--- src/rtl/srp_pkg.sv ---
package srp_pkg;
  localparam int FRAME_W = 16;
  localparam int ADDR_W  = 7;
  localparam int DATA_W  = 8;

  // Strobes from the control side, each one system clock wide
  typedef struct packed {
    logic sample;    // capture one data in bit
    logic shiftOut;  // refresh data out from shift register MSB
    logic commit;    // end of frame: decode the command
  } strobes_t;
endpackage

--- src/rtl/srp_sync.sv ---
module srp_sync #(
  parameter int WIDTH = 1,
  parameter int STAGES = 2,
  parameter logic [WIDTH-1:0] RESET_VAL = '0
) (
  input  logic             clk,
  input  logic             rstN,
  input  logic [WIDTH-1:0] asyncIn,
  output logic [WIDTH-1:0] syncOut
);
  logic [WIDTH-1:0] chain [STAGES];

  for (genvar s = 0; s < STAGES; s++) begin : g_stage
    if (s == 0) begin : g_first
      always_ff @(posedge clk or negedge rstN)
        if (!rstN) chain[s] <= RESET_VAL;
        else       chain[s] <= asyncIn;
    end else begin : g_rest
      always_ff @(posedge clk or negedge rstN)
        if (!rstN) chain[s] <= RESET_VAL;
        else       chain[s] <= chain[s-1];
    end
  end

  assign syncOut = chain[STAGES-1];
endmodule

--- src/rtl/srp_ctrl.sv ---
module srp_ctrl
  import srp_pkg::*;
#(
  parameter int SYNC_STAGES = 2
) (
  input  logic     clk,
  input  logic     rstN,
  input  logic     csN,
  input  logic     sclk,
  input  logic     din,
  output strobes_t strobes,
  output logic     dinSync
);
  logic [2:0] syncBus;
  logic csSync, sclkSync;
  logic csPrev, sclkPrev;
  logic csFall, csRise, sclkRise, sclkFall;

  // All three lines pass through equal depth so their order is kept
  srp_sync #(.WIDTH(3), .STAGES(SYNC_STAGES), .RESET_VAL(3'b100)) i_sync (
    .clk    (clk),
    .rstN   (rstN),
    .asyncIn({csN, sclk, din}),
    .syncOut(syncBus)
  );

  assign csSync   = syncBus[2];
  assign sclkSync = syncBus[1];
  assign dinSync  = syncBus[0];

  always_ff @(posedge clk or negedge rstN) begin
    if (!rstN) begin
      csPrev   <= 1'b1;
      sclkPrev <= 1'b0;
    end else begin
      csPrev   <= csSync;
      sclkPrev <= sclkSync;
    end
  end

  assign csFall   = csPrev & ~csSync;
  assign csRise   = ~csPrev & csSync;
  assign sclkRise = ~sclkPrev & sclkSync;
  assign sclkFall = sclkPrev & ~sclkSync;

  always_comb begin
    strobes.sample   = sclkRise & ~csSync;
    strobes.shiftOut = (sclkFall & ~csSync) | csFall;
    strobes.commit   = csRise;
  end
endmodule

--- src/rtl/srp_datapath.sv ---
module srp_datapath
  import srp_pkg::*;
#(
  parameter int LAST_ADDR = 31
) (
  input  logic                       clk,
  input  logic                       rstN,
  input  strobes_t                   strobes,
  input  logic                       dinSync,
  output logic                       dout,
  output logic [DATA_W*LAST_ADDR-1:0] regBus
);
  localparam logic [ADDR_W-1:0] LAST = ADDR_W'(LAST_ADDR);

  logic [FRAME_W-1:0] shReg;
  logic               doutR;
  logic               cmdRead;
  logic [ADDR_W-1:0]  cmdAddr;
  logic [DATA_W-1:0]  cmdData;
  logic               addrHit;
  logic               doWrite;
  logic [DATA_W-1:0]  rdData;
  logic [DATA_W-1:0]  regFile [1:LAST_ADDR];

  assign cmdRead = shReg[FRAME_W-1];
  assign cmdAddr = shReg[FRAME_W-2 -: ADDR_W];
  assign cmdData = shReg[DATA_W-1:0];
  assign addrHit = (cmdAddr != '0) && (cmdAddr <= LAST);
  assign doWrite = strobes.commit && !cmdRead && addrHit;

  // Register file: one storage byte per implemented address
  for (genvar a = 1; a <= LAST_ADDR; a++) begin : g_reg
    always_ff @(posedge clk or negedge rstN)
      if (!rstN)                                     regFile[a] <= '0;
      else if (doWrite && cmdAddr == ADDR_W'(a))     regFile[a] <= cmdData;
    assign regBus[(a-1)*DATA_W +: DATA_W] = regFile[a];
  end

  always_comb begin
    rdData = '0;
    for (int a = 1; a <= LAST_ADDR; a++)
      if (cmdAddr == ADDR_W'(a)) rdData = regFile[a];
  end

  always_ff @(posedge clk or negedge rstN) begin
    if (!rstN)
      shReg <= '0;
    else if (strobes.sample)
      shReg <= {shReg[FRAME_W-2:0], dinSync};
    else if (strobes.commit && cmdRead)
      shReg[DATA_W-1:0] <= rdData;
  end

  always_ff @(posedge clk or negedge rstN) begin
    if (!rstN)                 doutR <= 1'b0;
    else if (strobes.shiftOut) doutR <= shReg[FRAME_W-1];
  end

  assign dout = doutR;

  // data out moves only on an output strobe
  p_dout_hold_r9: assert property (@(posedge clk) disable iff (!rstN)
    !strobes.shiftOut |=> $stable(doutR));

  // shift register idle without a sample or commit strobe
  p_idle_hold_r11: assert property (@(posedge clk) disable iff (!rstN)
    !(strobes.sample || strobes.commit) |=> $stable(shReg));

  // registers change only through a write commit
  p_regs_hold_r4: assert property (@(posedge clk) disable iff (!rstN)
    !(strobes.commit && !cmdRead) |=> $stable(regBus));

  // no-op and out-of-range writes leave the file alone
  p_noop_write_r5: assert property (@(posedge clk) disable iff (!rstN)
    (strobes.commit && !cmdRead && !addrHit) |=> $stable(regBus));

  // unimplemented reads load zero
  p_unimpl_read_r7: assert property (@(posedge clk) disable iff (!rstN)
    (strobes.commit && cmdRead && !addrHit) |=> (shReg[DATA_W-1:0] == '0));

  // a read keeps the command byte in the upper half
  p_read_keeps_cmd_r6: assert property (@(posedge clk) disable iff (!rstN)
    (strobes.commit && cmdRead) |=> (shReg[FRAME_W-1:DATA_W] == $past(shReg[FRAME_W-1:DATA_W])));
endmodule

--- src/rtl/serial_reg_port.sv ---
module serial_reg_port
  import srp_pkg::*;
#(
  parameter int LAST_ADDR   = 31,
  parameter int SYNC_STAGES = 2
) (
  input  logic                        clk,
  input  logic                        rstN,
  input  logic                        csN,
  input  logic                        sclk,
  input  logic                        din,
  output logic                        dout,
  output logic [DATA_W*LAST_ADDR-1:0] regBus
);
  strobes_t strobes;
  logic     dinSync;

  srp_ctrl #(.SYNC_STAGES(SYNC_STAGES)) i_ctrl (
    .clk    (clk),
    .rstN   (rstN),
    .csN    (csN),
    .sclk   (sclk),
    .din    (din),
    .strobes(strobes),
    .dinSync(dinSync)
  );

  srp_datapath #(.LAST_ADDR(LAST_ADDR)) i_datapath (
    .clk    (clk),
    .rstN   (rstN),
    .strobes(strobes),
    .dinSync(dinSync),
    .dout   (dout),
    .regBus (regBus)
  );
endmodule

--- config.mk ---
export PLATFORM = sky130hd
export DESIGN_NAME = serial_reg_port
export DESIGN_NICKNAME = d
export VERILOG_FILES = /design/src/rtl/srp_pkg.sv /design/src/rtl/srp_sync.sv /design/src/rtl/srp_ctrl.sv /design/src/rtl/srp_datapath.sv /design/src/rtl/serial_reg_port.sv
export SDC_FILE = /design/constraint.sdc
export NUM_CORES = 1
export LEC_CHECK = 0
export ABC_CLOCK_PERIOD_IN_PS = 5610
export CAP_MARGIN = 10
export CELL_PAD_IN_SITES_DETAIL_PLACEMENT = 1
export CELL_PAD_IN_SITES_GLOBAL_PLACEMENT = 2
export CORE_MARGIN = 3
export CORE_UTILIZATION = 38
export DETAILED_ROUTE_END_ITERATION = 8
export PLACE_DENSITY = 0.92
export SKIP_LAST_GASP = 1
export SLEW_MARGIN = 10
export SYNTH_ARGS = -nofsm -noshare
export SYNTH_HDL_FRONTEND = slang
export SYNTH_SLANG_ARGS = --single-unit
--- constraint.sdc ---
create_clock -name clk -period 5.61 [get_ports clk]
set_input_delay 1.122 -clock clk [delete_from_list [all_inputs] [get_ports clk]]
set_output_delay 1.122 -clock clk [all_outputs]
set_load 0.005 [all_outputs]
After elaboration in Yosys (flattened, before gate mapping):

Index checks and enable logic that the tools add are counted.

* word-level logic and storage cells: 152
* register bits after elaboration: 273
* input port bits: 5
* output and inout bits: 249

* bitwise logic cells: 11
* eq/ne operators: 31
* reductions and logical operators: 38
* multiplexer cells: 33
* $lt $le $gt $ge: 1

Operators with widths (count)
* $mux W8: 33
* $eq A7 B5 Y1 const B: 16
* $eq A7 B4 Y1 const B: 8
* $logic_and A1 B1 Y1: 35
* $eq A7 B3 Y1 const B: 4
* $eq A7 B2 Y1 const B: 2
* $eq A7 B1 Y1 const B: 1
* $le A7 B5 Y1 const B: 1
* $reduce_bool A7 Y1: 1
* $and A1 B1 Y1: 6
* $not A1 Y1: 4
* $reduce_bool A2 Y1: 1
* $logic_not A1 Y1: 1
* $or A1 B1 Y1: 1

Logic depth before layout (Yosys ltp):

Gate-level depths: netlist (run 1).

* depth after elaboration: 34
* depth in mapped cells: 10
* mapped depth without buffers: 6

Modules after synthesis:

Synthesis (run 1) repeated with hierarchy kept, for this count alone.

* cell total of the unflattened synthesis: 1155
* area total of the unflattened synthesis: 13455.4 µm²

Modules (own cells, without submodules)
* srp_datapath: cells each 1138, times used 1, seq. area each 6631.4 µm², area an instance 13188.9 µm²
* srp_sync: cells each 9, times used 1, seq. area each 152.6 µm², area an instance 175.2 µm²
* srp_ctrl: cells each 8, times used 1, seq. area each 51.3 µm², area an instance 91.3 µm²

Least setup slack after synthesis (run 1):

Ideal clock, no wire load.

* path kind: reg2reg
* start point: register i_datapath.shReg[8]
* end point: register i_datapath.shReg[5]
* slack: 3.667 ns
* arrival: 1.812 ns
* period minus slack after synthesis: 1.943 ns
* required time: 5.479 ns
* path buffers: 2
* library setup time: 0.131 ns
* cell stages (with the launch flop): 8
* cells stage by stage: dfrtp_1 > buf_6 > buf_4 > mux4_2 > a32oi_1 > o21ai_0 > nor4_1 > o21ai_0

* word-level cells in the longest chain between the ends: 34
* elaborated cells on any way between the ends: 64
* classes of those cells: 31 x eq/ne; 33 x mux

Ends and longest elaborated chain
* start: declaration: line srp_datapath.sv:15 `logic [FRAME_W-1:0] shReg;`
* start signal: assignment: line srp_datapath.sv:49 `shReg <= {shReg[FRAME_W-2:0], dinSync};`
* start signal: indexed assignment: line srp_datapath.sv:51 `shReg[DATA_W-1:0] <= rdData;`
* $eq A7 B1 Y1: line srp_datapath.sv:42 `if (cmdAddr == ADDR_W'(a)) rdData = regFile[a];`
* $mux W8 (30 in series): line srp_datapath.sv:42
* $mux W8 *: line srp_datapath.sv:42
* $mux W8 *: line srp_datapath.sv:50 `else if (strobes.commit && cmdRead)`
* $mux W8 *: line srp_datapath.sv:48 `else if (strobes.sample)`

Mark *: on every way between the ends. The rest lies on a longest branch, timed or not. The select of a mux whose other input is x is not followed.
A chain may end at the register's enable or synchronous reset.

Worst setup path after layout (run 1):

* start point: register i_datapath.shReg[8]
* end point: register i_datapath.regFile, in the netlist i_datapath.regBus[214]

* word-level cells in the longest chain between the ends: 4
* elaborated cells on any way between the ends: 6
* classes of those cells: 1 x order compare; 1 x eq/ne; 4 x reduce/logical

Ends and longest elaborated chain
* $le A7 B5 Y1 or $reduce_bool A7 Y1 (tied branches): line srp_datapath.sv:28 `assign addrHit = (cmdAddr != '0) && (cmdAddr <= LAST);`
* $logic_and A1 B1 Y1: line srp_datapath.sv:28
* $logic_and A1 B1 Y1: line srp_datapath.sv:29 `assign doWrite = strobes.commit && !cmdRead && addrHit;`
* $logic_and A1 B1 Y1 *: line srp_datapath.sv:35 `else if (doWrite && cmdAddr == ADDR_W'(a)) regFile[a] <= cmdData;`
* end signal: indexed assignment: line srp_datapath.sv:35
* end: declaration: line srp_datapath.sv:23 `logic [DATA_W-1:0] regFile [1:LAST_ADDR];`

Mark *: on every way between the ends. The rest lies on a longest branch, timed or not.

==> impl_metrics.yaml, run 1 <==
setup_path:
  required_ns: 6.05
  setup.worst_path.start_class: "flip-flop"
  reg_to_reg_setup_timing_slack_ns: 2.28
  worst_endpoint_data_arrival_time_ns: 3.78
  worst-setup-path-type: "flip-flop to flip-flop"
  crit_path_max_fanout: 48
  worstSetupEndpointType: "flip-flop"
  critical_path.reg2reg.startpoint: "i_datapath.shReg[8]$_DFFE_PN0P_"
  worstRegToRegCells: 4
  reg2reg_to: "i_datapath.regBus[214]$_DFFE_PN0P_"
grt:
  grt_usage_pct: 26.3
  grt-ovfl-total: 0
  grt_antenna_before_repair: 0
  grt_pass1_vias: 10730
  grt_first_pass_wirelength_um: 72500
  pin_count_of_the_biggest_net_entering_global_routing: 114
cells_and_area:
  share_of_layout_cells_above_drive_strength_1_pct: 31.0
  antenna_cells: 0
  final_cells: 1711
  count_of_filler_cells_inserted_in_the_layout: 3430
  most_common_cell_after_layout_fill_and_taps_aside: "mux2_2"
  final_net_count: 1249
  synthToLayoutAreaGrowth_pct: 29.5
  most-common-layout-cells: "mux2_2, dfrtp_1, clkdlybuf4s50_1"
clock_network:
  post-cts-setup-buffers: 0
  clock_pin_slew_on_the_worst_setup_and_hold_paths_ns: 0.06
  ctsRootBufferMaster: "clkbuf_16"
  cts_tree: "yes"
  sink_count: 273
  clk_path_buf_depth: 3
  cts_made_buffers: 30
  postCtsResizedCells: 0
  worst_skew_pair.late_latency_ns: 0.56
  cts_htree_levels: 1
  post_cts_hold_buffer_count: 0
logic_synthesis:
  largest_cells_by_area_after_synthesis: "dfrtp_1, mux2_2, mux2i_1"
  synth-async-reset-ratio_pct: 100
  synth-warning-count: 0
  syn_nets: 1021
  synthDistinctLibCells: 67
  synth_area_leader_cell: "dfrtp_1"
  yosys_register_bits: 273
  seq_area_frac_synth_pct: 52.1
  syn_area_per_cell_um2: 12.9
  ys.flop_type: "dfrtp_1"
  synth-edff-count: 0
  netlist_instances: 1016
  netlist.area_leader.share_pct: 51.5
  mappedNetlistArea_mm2: 0.0131
timing:
  setup-tns-final_ns: 0
  fin_crit_sh_pct: 59.4
  worst-slew-pin-transition_ns: 1.17
  finClkSkew_ns: 0.0134
  minimum_period_implied_by_the_final_worst_setup_slack_ns: 3.33
  setup_viol_count_final: 0
  maxClockFrequency_mhz: 300
  finalMaxSlewViolations: 0
  max-slew-margin-rel_pct: 22.2
  unrepaired_setup_endpoints_after_global_routing: "false"
  hold_viol_final: 0
die:
  fp.coreArea_mm2: 0.0338
  dieArea_mm2: 0.0368
  design.portCount: 254
  initial_core_util_pct: 38.8
  fp.dieW_um: 192
  floorplan.die.height_um: 192
  fp-row-count: 67
power_and_ir_drop:
  ir_worst_vdd_uv: 219
  power-per-cell-area_mw_per_mm2: 239
  power.clock.fraction_pct: 48.7
  netSwitchingPower_uw: 913
  p_leak_uw: 0.00751
  power_report.internal_total_uw: 3140
  share_seq_of_total_power_pct: 49.2
  power_uw: 4050
  share_comb_of_total_power_pct: 2.1
  switching_share_pct: 22.5
route:
  route.detailed.wl_per_inst_um: 28.8
  drt.antenna.violating_nets: 0
  detail_route.vias_per_cell: 5.97
  drt_wl_total_um: 49200
  first_iter_violations: 833
  drcViolationCount: 0
  route.vias.total: 10215
  drt-pass1-iter-count: 5
worst_hold_path:
  hold_path_depth: 0
  hp-class: "flip-flop to flip-flop"
  min-delay-start: "i_ctrl.i_sync.chain[5]$_DFF_PN1_"
  worstHoldEndpoint: "i_ctrl.i_sync.syncOut[2]$_DFF_PN1_"
placement:
  gp_routability_congestion: 0.935
  total_of_buffers_placed_on_input_and_output_ports: 253
  placed_cells: 1660
  dp.final_hpwl_um: 34100
status:
  run_status: "completed"
run:
  max_cap_violations: 0
## area by class of cell
cell class / instances / area (µm²) / area share, %
sequential: 273 / 6850 / 40.3
tap: 448 / 561 / 3.30
clock buffer: 44 / 905 / 5.33
multi-input combinational: 665 / 5900 / 34.7
inverter: 3 / 11.3 / 0.0663
timing repair buffer: 271 / 2690 / 15.8
clock inverter: 7 / 70.1 / 0.413
## cells by family after synthesis
family	Yosys count	share of synthesized area, %
and+or+nand+nor	149	6.15
muxes	328	29.0
buffers and inverters	78	2.89
DFF	273	52.1
AOI/OAI and AO/OA	188	9.82
## per-stage QoR
| stage | hold slack [ns] | setup slack (ns) | utilization (%) | instance area [µm²] |
|---|---|---|---|---|
| detailed placement | 0.342 | 2.33 | 47.4 | 16000 |
| floorplan | 0.331 | 3.67 | - | 13100 |
| global route | 0.358 | 2.17 | 50.2 | 17000 |
| finish | 0.353 | 2.28 | 50.2 | 17000 |
| CTS | 0.357 | 2.32 | 50.2 | 17000 |
| global placement | 0.333 | 2.36 | 47.4 | 16000 |
## Yosys cell counts, types with 6 or more instances
master	number
a32oi_1	8
buf_4	12
buf_2	20
dfrtp_1	270
nand2_2	22
a22oi_1	19
mux4_2	13
mux2i_1	32
nand2_1	37
clkbuf_1	40
o21ai_0	32
nor3_1	11
mux2_1	8
nor2b_1	12
o22ai_1	27
a221oi_1	7
o211ai_1	6
nor2_1	25
a211o_1	6
a31oi_1	9
nand2b_1	6
a21oi_1	30
mux2_2	275
## power by group through the flow
stage / sequential (µW) / clock (µW) / combinational [µW]
after floorplan: 2020 / 0 / 27.3
after global placement: 2030 / 0 / 83.3
final: 2000 / 1970 / 85.2
after CTS: 2000 / 1990 / 86.6
after global routing: 2000 / 2080 / 93.8
after detailed placement: 2030 / 0 / 86.4
## critical path, stage by stage, from the launching register on
cell and delay [ns]:
dfrtp_4 0.89, nand2_1 0.67, nor2_2 0.89, nand2_2 0.37, mux2_2 0.38
## flip-flops by register name (all words and copies together) (netlist names)
| name | flops |
|---|---|
| i_ctrl.i_sync.chain | 3 |
| i_ctrl.csPrev | 1 |
| i_datapath.shReg | 16 |
| i_ctrl.sclkPrev | 1 |
| i_datapath.dout | 1 |
| i_ctrl.i_sync.syncOut | 3 |
| i_datapath.regBus | 248 |
## routing by layer
metal | track usage (%) | vias to the layer above | wire (µm)
met5 | 0 | - | 0
met4 | 6.80 | 0 | 1370
met3 | 5.60 | 90 | 3960
met2 | 42.1 | 523 | 23100
met1 | 36.5 | 5340 | 20700
li1 | - | 4262 | -
## how the worst max path moves through the flow
stage | start | end | slack (ns) | cells after the start
3_3_place_gp | i_datapath.shReg[8]$_DFFE_PN0P_ | i_datapath.regBus[213]$_DFFE_PN0P_ | 2.36 | 4
4_1_cts | i_datapath.shReg[8]$_DFFE_PN0P_ | i_datapath.regBus[214]$_DFFE_PN0P_ | 2.32 | 4
5_1_grt | i_datapath.shReg[8]$_DFFE_PN0P_ | i_datapath.regBus[48]$_DFFE_PN0P_ | 2.17 | 4
6_report | i_datapath.shReg[8]$_DFFE_PN0P_ | i_datapath.regBus[214]$_DFFE_PN0P_ | 2.28 | 4
3_5_place_dp | i_datapath.shReg[8]$_DFFE_PN0P_ | i_datapath.regBus[214]$_DFFE_PN0P_ | 2.33 | 4
2_1_floorplan | i_datapath.shReg[8]$_DFFE_PN0P_ | i_datapath.shReg[5]$_DFFE_PN0P_ | 3.67 | 7
Note: power is estimated with default switching activity, not from simulation.
==> inputs of run 2 (changes only) <==
--- a/config.mk
+++ b/config.mk
@@ -5,14 +5,14 @@
 export SDC_FILE = /design/constraint.sdc
 export NUM_CORES = 1
 export LEC_CHECK = 0
-export ABC_CLOCK_PERIOD_IN_PS = 5610
+export ABC_CLOCK_PERIOD_IN_PS = 2900
 export CAP_MARGIN = 10
 export CELL_PAD_IN_SITES_DETAIL_PLACEMENT = 1
 export CELL_PAD_IN_SITES_GLOBAL_PLACEMENT = 2
 export CORE_MARGIN = 3
-export CORE_UTILIZATION = 38
+export CORE_UTILIZATION = 32
 export DETAILED_ROUTE_END_ITERATION = 8
-export PLACE_DENSITY = 0.92
+export PLACE_DENSITY = 0.83
 export SKIP_LAST_GASP = 1
 export SLEW_MARGIN = 10
 export SYNTH_ARGS = -nofsm -noshare
==> constraint.sdc (replaced) <==
create_clock -name clk -period 2.9 [get_ports clk]
set_input_delay 0.58 -clock clk [delete_from_list [all_inputs] [get_ports clk]]
set_output_delay 0.58 -clock clk [all_outputs]
set_load 0.005 [all_outputs]
==> impl_metrics.yaml, run 2 (synthesis results as in run 1) <==
grt:
  grt_usage_pct: 23.5
  gr-max-usage-layer: "met2"
  grt_first_pass_wirelength_um: 77700
  grt-ovfl-total: 0
  grt_use_met2_pct: 37.7
  grt_antenna_before_repair: 0
  groute.layer.met3.usage_pct: 3.86
  use_met1_pct: 33.5
  pin_count_of_the_biggest_net_entering_global_routing: 79
  grt_pass1_vias: 11005
die:
  fp.dieW_um: 208
  fp-row-count: 73
  design.portCount: 254
  floorplan.die.height_um: 208
  dieArea_mm2: 0.0434
  fp.coreArea_mm2: 0.0401
  initial_core_util_pct: 32.7
status:
  run_status: "completed"
run:
  max_cap_violations: 0
setup_path:
  series_of_cell_instances_along_the_critical_path: "buf_4 -> nor2b_1 -> o2bb2ai_1 -> o221ai_1 -> o221ai_1 -> nor2_1 -> a211oi_1"
  worst_path_most_repeated_cell: "o221ai_1"
  worst_path_max_delay_cell: "dfrtp_4"
  setup.worst_path.start_class: "flip-flop"
  crit_path_start: "i_datapath.shReg[9]$_DFFE_PN0P_"
  worst_endpoint_data_arrival_time_ns: 3.06
  critical_path.reg2reg.startpoint: "i_datapath.shReg[9]$_DFFE_PN0P_"
  reg2reg_to: "i_datapath.shReg[3]$_DFFE_PN0P_"
  worstSetupEndpointType: "flip-flop"
  crit_path_max_fanout: 18
  worst-setup-path-type: "flip-flop to flip-flop"
  worstRegToRegCells: 7
  critical_path_sink: "i_datapath.shReg[3]$_DFFE_PN0P_"
  reg_to_reg_setup_timing_slack_ns: 0.30
  required_ns: 3.37
  critical_path.max_stage_delay_ns: 0.56
timing:
  worst-slew-pin-transition_ns: 1.33
  max-slew-margin-rel_pct: 11.4
  unrepaired_setup_endpoints_after_global_routing: "false"
  setup-tns-final_ns: 0
  maxClockFrequency_mhz: 385
  finalMaxSlewViolations: 0
  setup_viol_count_final: 0
  finClkSkew_ns: 0.0121
  minimum_period_implied_by_the_final_worst_setup_slack_ns: 2.60
  layout_setup_ws_ns: 0.302
  fin_crit_sh_pct: 89.6
  hold_viol_final: 0
clock_network:
  ctsRootBufferMaster: "clkbuf_16"
  cts_made_buffers: 30
  post-cts-setup-buffers: 0
  postCtsResizedCells: 0
  post_cts_hold_buffer_count: 0
  clock_pin_slew_on_the_worst_setup_and_hold_paths_ns: 0.06
  cts_htree_levels: 1
  cts_tree: "yes"
  worst_skew_pair.late_latency_ns: 0.56
  sink_count: 273
  clk_path_buf_depth: 3
route:
  drt.antenna.violating_nets: 0
  drt-pass1-iter-count: 5
  drcViolationCount: 0
  detail_route.vias_per_cell: 5.64
  first_iter_violations: 797
  drt_wl_total_um: 52300
  route.vias.total: 10368
  route.detailed.wl_per_inst_um: 28.5
power_and_ir_drop:
  netSwitchingPower_uw: 1820
  share_comb_of_total_power_pct: 2.2
  ir_worst_vdd_uv: 446
  power_uw: 8140
  power_report.internal_total_uw: 6320
  share_seq_of_total_power_pct: 47.4
  power.clock.fraction_pct: 50.3
  p_leak_uw: 0.00780
  switching_share_pct: 22.3
  power-per-cell-area_mw_per_mm2: 463
cells_and_area:
  share_of_layout_cells_above_drive_strength_1_pct: 33.7
  antenna_cells: 0
  design_area_mm2: 0.0176
  synthToLayoutAreaGrowth_pct: 34.0
  most_common_cell_after_layout_fill_and_taps_aside: "mux2_2"
  largest_register_ffs: 248
  most-common-layout-cells: "mux2_2, dfrtp_1, clkdlybuf4s50_1"
  final_net_count: 1294
  post-route-util_pct: 43.8
placement:
  placement.setup.worst_slack_ns: 0.364
  dp.final_hpwl_um: 38000
  gp_routability_congestion: 0.946
  total_of_buffers_placed_on_input_and_output_ports: 253
  postPlaceCellArea_mm2: 0.0165
worst_hold_path:
  hp-class: "primary input to async pin"
## run 2: power by group through the flow
| stage | combinational, µW | sequential (µW) | clock [µW] |
|---|---|---|---|
| floorplan | 52.8 | 3900 | 0 |
| finish | 180 | 3860 | 4090 |
| detailed placement | 185 | 3930 | 0 |
| global route | 200 | 3860 | 4320 |
| CTS | 186 | 3860 | 4150 |
| global placement | 183 | 3930 | 0 |
## run 2: metrics by stage
stage	hold WS (ns)	instances
after floorplan	0.284	1016
after global placement	0.337	1782
after detailed placement	0.337	1782
after CTS	0.0786	1838
after global routing	0.0924	1838
final	0.0527	1838
## run 2: area by class of cell
cell class | count | area [µm²]
clock buffer | 40 | 870
tap | 525 | 657
inverter | 3 | 11.3
timing repair buffer | 316 | 3100
clock inverter | 16 | 194
multi-input combinational | 665 | 5900
fill | 4161 | 22500
sequential | 273 | 6840
## run 2: worst min-delay path by stage
stage / to / cells past startpoint
after floorplan: i_ctrl.i_sync.chain[3]$_DFF_PN0_ / 0
after global placement: i_ctrl.i_sync.syncOut[1]$_DFF_PN0_ / 0
after detailed placement: i_ctrl.i_sync.syncOut[1]$_DFF_PN0_ / 0
after CTS: i_datapath.regBus[55]$_DFFE_PN0P_ / 1
after global routing: i_datapath.regBus[55]$_DFFE_PN0P_ / 1
final: i_datapath.regBus[55]$_DFFE_PN0P_ / 1
## run 2: worst max-delay path, delay by kind of cell, from the launching register on
family,cells,cell delay (ns)
AO/OA/AOI/OAI,4,1.06
buffers and inverters,1,0.29
flip-flops,1,0.56
AND/OR/NAND/NOR,2,0.60
## run 2: metal layers
metal	share of wire, %	wire length, µm	vias up
li1	-	-	4363
met4	2.6	1350	0
met1	44	23100	5470
met2	47	24400	437
met3	6.6	3450	98
met5	0	0	-
